### src/rtl/sdr_refresh_pkg.sv
package sdr_refresh_pkg;

  typedef enum logic [2:0] {
    ST_IDLE,
    ST_PRE,
    ST_PRE_WAIT,
    ST_REF,
    ST_REF_WAIT,
    ST_SR_ENTER,
    ST_SR_HOLD,
    ST_SR_EXIT
  } seqState_e;

  typedef enum logic [1:0] {
    CMD_NOP,
    CMD_PRE,
    CMD_REF,
    CMD_SRE
  } sdrCmd_e;

  typedef enum logic [1:0] {
    WAIT_RP,
    WAIT_RFC,
    WAIT_XSR
  } waitSel_e;

  // Strobes from the control FSM to the datapath
  typedef struct packed {
    logic     timerRun;
    logic     owedClr;
    logic     owedDec;
    logic     waitLoad;
    waitSel_e waitSel;
    sdrCmd_e  cmd;
    logic     ckeOn;
  } seqStrobe_t;

endpackage

### src/rtl/sdr_refresh_ctrl.sv
module sdr_refresh_ctrl
  import sdr_refresh_pkg::*;
(
  input  logic       clk,
  input  logic       rstN,
  input  logic       arbGrant,
  input  logic       srReq,
  input  logic       owedNz,
  input  logic       waitDone,
  output logic       refReq,
  output seqStrobe_t strb
);

  seqState_e st, nxt;

  always_ff @(posedge clk or negedge rstN) begin
    if (!rstN) st <= ST_IDLE;
    else       st <= nxt;
  end

  always_comb begin
    nxt  = st;
    strb = '{timerRun: 1'b1, owedClr: 1'b0, owedDec: 1'b0, waitLoad: 1'b0,
             waitSel: WAIT_RP, cmd: CMD_NOP, ckeOn: 1'b1};
    case (st)
      ST_IDLE: begin
        if (arbGrant && (owedNz || srReq)) nxt = ST_PRE;
      end
      ST_PRE: begin
        strb.cmd      = CMD_PRE;
        strb.waitLoad = 1'b1;
        strb.waitSel  = WAIT_RP;
        nxt           = ST_PRE_WAIT;
      end
      ST_PRE_WAIT, ST_REF_WAIT: begin
        if (waitDone) begin
          if (srReq)       nxt = ST_SR_ENTER;
          else if (owedNz) nxt = ST_REF;
          else             nxt = ST_IDLE;
        end
      end
      ST_REF: begin
        strb.cmd      = CMD_REF;
        strb.owedDec  = 1'b1;
        strb.waitLoad = 1'b1;
        strb.waitSel  = WAIT_RFC;
        nxt           = ST_REF_WAIT;
      end
      ST_SR_ENTER: begin
        strb.cmd      = CMD_SRE;
        strb.ckeOn    = 1'b0;
        strb.timerRun = 1'b0;
        strb.owedClr  = 1'b1;
        nxt           = ST_SR_HOLD;
      end
      ST_SR_HOLD: begin
        strb.ckeOn    = 1'b0;
        strb.timerRun = 1'b0;
        strb.owedClr  = 1'b1;
        strb.waitLoad = 1'b1;
        strb.waitSel  = WAIT_XSR;
        if (!srReq) nxt = ST_SR_EXIT;
      end
      ST_SR_EXIT: begin
        strb.timerRun = 1'b0;
        strb.owedClr  = 1'b1;
        if (waitDone) nxt = ST_IDLE;
      end
      default: nxt = ST_IDLE;
    endcase
  end

  assign refReq = (st != ST_IDLE) || owedNz || srReq;

  // a session only starts on a granted cycle
  p_grant_start_r4: assert property (@(posedge clk) disable iff (!rstN)
    ($past(st) == ST_IDLE && st != ST_IDLE) |-> $past(arbGrant));

  // auto-refresh only after the banks were closed in this session
  p_pre_before_ref_r5: assert property (@(posedge clk) disable iff (!rstN)
    (st == ST_REF) |-> ($past(st) == ST_PRE_WAIT || $past(st) == ST_REF_WAIT));

  // self-refresh entry only from a closed-bank wait state
  p_closed_before_sre_r7: assert property (@(posedge clk) disable iff (!rstN)
    (st == ST_SR_ENTER) |-> ($past(st) == ST_PRE_WAIT || $past(st) == ST_REF_WAIT));

  // self-refresh is held while the request stays high
  p_sr_hold_r8: assert property (@(posedge clk) disable iff (!rstN)
    (st == ST_SR_HOLD && srReq) |=> (st == ST_SR_HOLD));

endmodule

### src/rtl/sdr_refresh_dp.sv
module sdr_refresh_dp
  import sdr_refresh_pkg::*;
#(
  parameter int CLK_MHZ      = 100,
  parameter int REFI_NS      = 15625,
  parameter int MAX_POSTPONE = 8,
  parameter int T_RP         = 2,
  parameter int T_RFC        = 7,
  parameter int T_XSR        = 8
) (
  input  logic       clk,
  input  logic       rstN,
  input  seqStrobe_t strb,
  output logic       owedNz,
  output logic       waitDone,
  output logic       sdCsN,
  output logic       sdRasN,
  output logic       sdCasN,
  output logic       sdWeN,
  output logic       sdA10,
  output logic       sdCke
);

  localparam int INTERVAL = CLK_MHZ * REFI_NS / 1000;
  localparam int CNT_W    = (INTERVAL > 2) ? $clog2(INTERVAL) : 1;
  localparam int OWED_W   = $clog2(MAX_POSTPONE + 1);
  localparam int WAIT_MAX = (T_RP > T_RFC) ? ((T_RP > T_XSR) ? T_RP : T_XSR)
                                           : ((T_RFC > T_XSR) ? T_RFC : T_XSR);
  localparam int WAIT_W   = (WAIT_MAX > 1) ? $clog2(WAIT_MAX + 1) : 1;

  logic [CNT_W-1:0]  cnt;
  logic [OWED_W-1:0] owed;
  logic [WAIT_W-1:0] waitCnt;
  logic [WAIT_W-1:0] waitInit;
  logic              tick;
  logic              owedInc;

  // Interval timer
  assign tick = strb.timerRun && (cnt == CNT_W'(INTERVAL - 1));

  always_ff @(posedge clk or negedge rstN) begin
    if (!rstN)              cnt <= '0;
    else if (!strb.timerRun) cnt <= '0;
    else if (tick)          cnt <= '0;
    else                    cnt <= cnt + 1'b1;
  end

  // Owed-refresh counter, saturating at the postponement cap
  assign owedInc = tick && ((owed < OWED_W'(MAX_POSTPONE)) || strb.owedDec);

  always_ff @(posedge clk or negedge rstN) begin
    if (!rstN)                          owed <= '0;
    else if (strb.owedClr)              owed <= '0;
    else if (owedInc && !strb.owedDec)  owed <= owed + 1'b1;
    else if (!owedInc && strb.owedDec)  owed <= owed - 1'b1;
  end

  assign owedNz = (owed != '0);

  // Spacing counter, one preset per wait kind
  always_comb begin
    case (strb.waitSel)
      WAIT_RP:  waitInit = WAIT_W'(T_RP - 1);
      WAIT_RFC: waitInit = WAIT_W'(T_RFC - 1);
      default:  waitInit = WAIT_W'(T_XSR - 1);
    endcase
  end

  always_ff @(posedge clk or negedge rstN) begin
    if (!rstN)               waitCnt <= '0;
    else if (strb.waitLoad)  waitCnt <= waitInit;
    else if (waitCnt != '0)  waitCnt <= waitCnt - 1'b1;
  end

  assign waitDone = (waitCnt == '0);

  // Command pin decode
  always_comb begin
    sdCsN  = 1'b0;
    sdRasN = 1'b1;
    sdCasN = 1'b1;
    sdWeN  = 1'b1;
    sdA10  = 1'b0;
    case (strb.cmd)
      CMD_PRE: begin
        sdRasN = 1'b0;
        sdWeN  = 1'b0;
        sdA10  = 1'b1;
      end
      CMD_REF, CMD_SRE: begin
        sdRasN = 1'b0;
        sdCasN = 1'b0;
      end
      default: ;
    endcase
  end

  assign sdCke = strb.ckeOn;

  // the owed count never exceeds the cap
  p_owed_cap_r6: assert property (@(posedge clk) disable iff (!rstN)
    owed <= OWED_W'(MAX_POSTPONE));

  // a refresh is only paid when one is owed
  p_dec_nonempty_r6: assert property (@(posedge clk) disable iff (!rstN)
    strb.owedDec |-> (owed != '0));

  // a halted timer leaves nothing owed
  p_timer_halt_r8: assert property (@(posedge clk) disable iff (!rstN)
    !strb.timerRun |=> (cnt == '0 && owed == '0));

  // clock enable falls only with the self-refresh entry command
  p_cke_fall_r7: assert property (@(posedge clk) disable iff (!rstN)
    $fell(sdCke) |-> (!sdCsN && !sdRasN && !sdCasN && sdWeN));

endmodule

### src/rtl/sdr_refresh_seq.sv
module sdr_refresh_seq
  import sdr_refresh_pkg::*;
#(
  parameter int CLK_MHZ      = 100,
  parameter int REFI_NS      = 15625,
  parameter int MAX_POSTPONE = 8,
  parameter int T_RP         = 2,
  parameter int T_RFC        = 7,
  parameter int T_XSR        = 8
) (
  input  logic clk,
  input  logic rstN,
  input  logic arbGrant,
  input  logic srReq,
  output logic refReq,
  output logic sdCsN,
  output logic sdRasN,
  output logic sdCasN,
  output logic sdWeN,
  output logic sdA10,
  output logic sdCke
);

  seqStrobe_t strb;
  logic       owedNz;
  logic       waitDone;

  sdr_refresh_ctrl u_ctrl (
    .clk      (clk),
    .rstN     (rstN),
    .arbGrant (arbGrant),
    .srReq    (srReq),
    .owedNz   (owedNz),
    .waitDone (waitDone),
    .refReq   (refReq),
    .strb     (strb)
  );

  sdr_refresh_dp #(
    .CLK_MHZ      (CLK_MHZ),
    .REFI_NS      (REFI_NS),
    .MAX_POSTPONE (MAX_POSTPONE),
    .T_RP         (T_RP),
    .T_RFC        (T_RFC),
    .T_XSR        (T_XSR)
  ) u_dp (
    .clk      (clk),
    .rstN     (rstN),
    .strb     (strb),
    .owedNz   (owedNz),
    .waitDone (waitDone),
    .sdCsN    (sdCsN),
    .sdRasN   (sdRasN),
    .sdCasN   (sdCasN),
    .sdWeN    (sdWeN),
    .sdA10    (sdA10),
    .sdCke    (sdCke)
  );

endmodule

### config.mk
export PLATFORM = sky130hd
export DESIGN_NAME = sdr_refresh_seq
export DESIGN_NICKNAME = d
export VERILOG_FILES = /design/src/rtl/sdr_refresh_pkg.sv /design/src/rtl/sdr_refresh_ctrl.sv /design/src/rtl/sdr_refresh_dp.sv /design/src/rtl/sdr_refresh_seq.sv
export SDC_FILE = /design/constraint.sdc
export NUM_CORES = 1
export LEC_CHECK = 0
export BUFFER_PORTS_ARGS = -buffer_cell sky130_fd_sc_hd__buf_4
export CAP_MARGIN = 20
export CORE_ASPECT_RATIO = 0.5
export CORE_MARGIN = 2
export CORE_UTILIZATION = 45
export DETAILED_ROUTE_END_ITERATION = 6
export GPL_ROUTABILITY_DRIVEN = 1
export PLACE_DENSITY = 0.63
export SYNTH_ARGS = -nofsm -noshare
export SYNTH_HDL_FRONTEND = slang
export SYNTH_SLANG_ARGS = --single-unit
### constraint.sdc
create_clock -name clk -period 3.8 [get_ports clk]
set_clock_uncertainty 0.15 [all_clocks]
set_input_delay 0.38 -clock clk [delete_from_list [all_inputs] [get_ports clk]]
set_output_delay 0.38 -clock clk [all_outputs]
set_load 0.03 [all_outputs]
==> impl_results.md <==
* Outcome: finished clean
* Rows at 13
* Tot Pwr at 1.26 mW
* Crit path kind: reg2reg
* Die width at 81.0 µm
* Max clock buf depth at 2
* Setup_tns at 0 ns
* Max Clock Freq at 325 MHz
* Worst vdd ir at 0.000381 V
* Max_slew headroom at 65.4%
* Min cycle time layout at 3.08 ns
* GP Congestion at 0.780
* Worst EP required at 3.81 ns
* GR Util All Layers at 15.7%
* Endpoints failing setup at 0
* Post-CTS setup buffer count at 0
* Period utilisation layout at 81.1%
* Core ar. at 0.00270 mm²
* Pin count of the biggest net entering global routing at 23
* Asr flop ratio synth at 100%
* Hold crit path type: in2reg
* CTS resizes at 0
* Root Driver: clkbuf_8
* Iter 0 DRT Violations at 57
* Slew Viols, Final at 0
* Setup crit start kind: register
* WP data arrival at 3.09 ns
* DR vias/cell at 5.20
* Global-route wire length before repair at 4.00 mm
* Worst Max-Slew Pin Slew at 0.518 ns
* Residual DRC at 0
* Total iterations of the first detailed-routing run at 4
* Reg clk slew, reported paths at 0.08 ns
* Area growth syn-to-layout at 13.4%
* Synth Net Count at 163
* Port Buffers at 9
* Fillers at 262
* Yosys warning count at 0
* Max-cap viol count at 0
* I/O pin cnt at 11
* Synth cell count leaders: 24 x nor2_1, 22 x dfrtp_1, 11 x inv_1, 10 x nand2_1
* Area contributors post-synth: dfrtp_1 41%, nor2_1 6.8%, xnor2_1 5.3%
* Flip-flop and latch count after synthesis at 22
* Cell variety after synth at 39
* Crit end category: register
* H-tree level count at 1
* Seq/Total Area, Yosys at 41.3%
* Post-Syn Instances at 153
* Antenna-violating nets left at 0
* Syn avg cell area at 8.72 µm²
* RSZ-0062 raised after global routing: false
* CTS tree: built
* Synth area leader: dfrtp_1
* Synth top area share at 41.3%
* Number of global-route vias before repair at 919
* Hold slack at 0.333 ns
* Ys flop type: dfrtp_1
* P per Cell Area at 833 mW/mm²
* DR WL/cell at 12.3 µm
* Leak at 0.697 nW
* CTS buffer count at 3
* Height of the chip at 42.5 µm
* Initial antenna violation count at 0
* Layout cell share with drive strength beyond 1 at 11.0%
* Final Hold Viols at 0
* DIE AREA at 0.00344 mm²
* Post-synth EDFFs at 0
* Nets at 174
* Worst skew pair latency at 0.27 ns
* ANT cells at 0
* Initial Util at 49.4%
* DR vias at 1039
* Most frequent cell after synthesis: nor2_1
* Wirelength, routed at 2.45 mm
* HPWL Detailed at 1.78 mm
* Crit path max fanout at 16
* Cell Area, Synth at 0.00133 mm²
* Congestion Overflow GR at 0
* Sinks on Clock Net at 22
## placed cells by master, fill, tap and decap left out
cell type and count:
or2_2 3, and4b_1 1, nor3b_1 1, nor2_1 24, conb_1 1, o221ai_1 1
buf_4 10, nor3_1 4, a311o_1 1, fa_1 1, a21o_1 1, o21bai_1 2
bufinv_16 1, xor2_1 6, nand4_1 3, mux2i_1 3, xnor2_1 8, dfrtp_1 22
and2_1 1, a211oi_1 2, a31oi_1 1, a21oi_1 8, clkbuf_8 3, nand2_1 10
a221oi_1 1, nor2b_1 2, o21ai_0 7, ha_1 5, o21a_1 1, o2bb2ai_1 1
and3_1 2, nand3_1 7, nor2b_2 1, nor4_1 2, dlygate4sd3_1 1, o31ai_1 1
nand2b_1 1, or3_1 2, inv_1 11
## cell families (layout without fill, tap and decap cells)
group | after synthesis | in the layout | synth area share, %
AO/OA/AOI/OAI | 27 | 27 | 12.8
XOR/XNOR | 14 | 14 | 9.19
adder cells (fa/ha/maj) | 6 | 6 | 6.19
buffers and inverters | 16 | 26 | 4.88
flip-flops | 22 | 22 | 41.3
multiplexers | 3 | 3 | 2.25
other | 1 | 1 | 0.281
AND/OR/NAND/NOR | 64 | 64 | 23.2
## worst max-delay path: stages, from the launching register on
cell	delay [ns]
dfrtp_1	0.56
nor2b_2	0.28
and2_1	0.20
or2_2	0.26
or3_1	0.36
ha_1	0.35
nand3_1	0.11
and3_1	0.20
a311o_1	0.34
and3_1	0.16
## metal layers
layer	vias up	part of all wire [%]	global-route usage [%]
met5	-	0	0
met4	0	1.2	5.08
met3	4	3.5	6.03
met2	11	42	24.0
met1	485	53	20.5
li1	539	-	-
## power by group
group	leakage (nW)	total [mW]	internal, mW	switching (mW)
clock	0.0357	0.218	0.141	0.0774
combinational	0.374	0.618	0.262	0.356
sequential	0.287	0.423	0.306	0.117
## state kept, by name, indices dropped and copies added, names as in the netlist
name / cells
u_dp.cnt: 11
u_dp.waitCnt: 4
u_dp.owed: 4
u_ctrl.st: 3
## timing repair
action                     4_1_cts  5_1_grt
hold buffers                     1        0
setup endpoints to repair        0        0
hold endpoints to repair        22        0
## final timing paths
| kind | endpoint | from | slack [ns] | cells after the start |
|---|---|---|---|---|
| max reg2reg | u_dp.owed[3] | u_ctrl.st[0] | 0.72 | 9 |
| min in group asynchronous | u_dp.cnt[4] | rstN | 0.38 | 2 |
| max in group asynchronous | u_ctrl.st[1] | rstN | 2.89 | 2 |
| max | u_dp.owed[3] | u_ctrl.st[0] | 0.72 | 9 |
| min reg2reg | u_dp.cnt[0] | u_dp.cnt[0] | 0.38 | 1 |
| min | u_ctrl.st[0] | srReq | 0.33 | 3 |
## layout make-up
type	count	area (µm²)	share of cell area [%]
Tap cell	37	46.3	3.06
Inverter	11	41.3	2.73
Timing Repair Buffer	11	85.1	5.62
Clock inverter	1	30.0	1.99
Multi-Input combinational cell	115	718	47.5
Clock buffer	3	41.3	2.73
Sequential cell	22	551	36.4
## per-stage QoR
step           instance area, µm²  cells  worst slack, ns  utilization, %
4_1_cts                      1510    200            0.746            56.0
6_report                     1510    200            0.719            56.0
2_1_floorplan                1330    153             1.10               -
3_5_place_dp                 1430    195            0.778            53.0
3_3_place_gp                 1430    195            0.841            53.0
5_1_grt                      1510    200            0.569            56.0
Note: power is estimated with default switching activity, not from simulation.
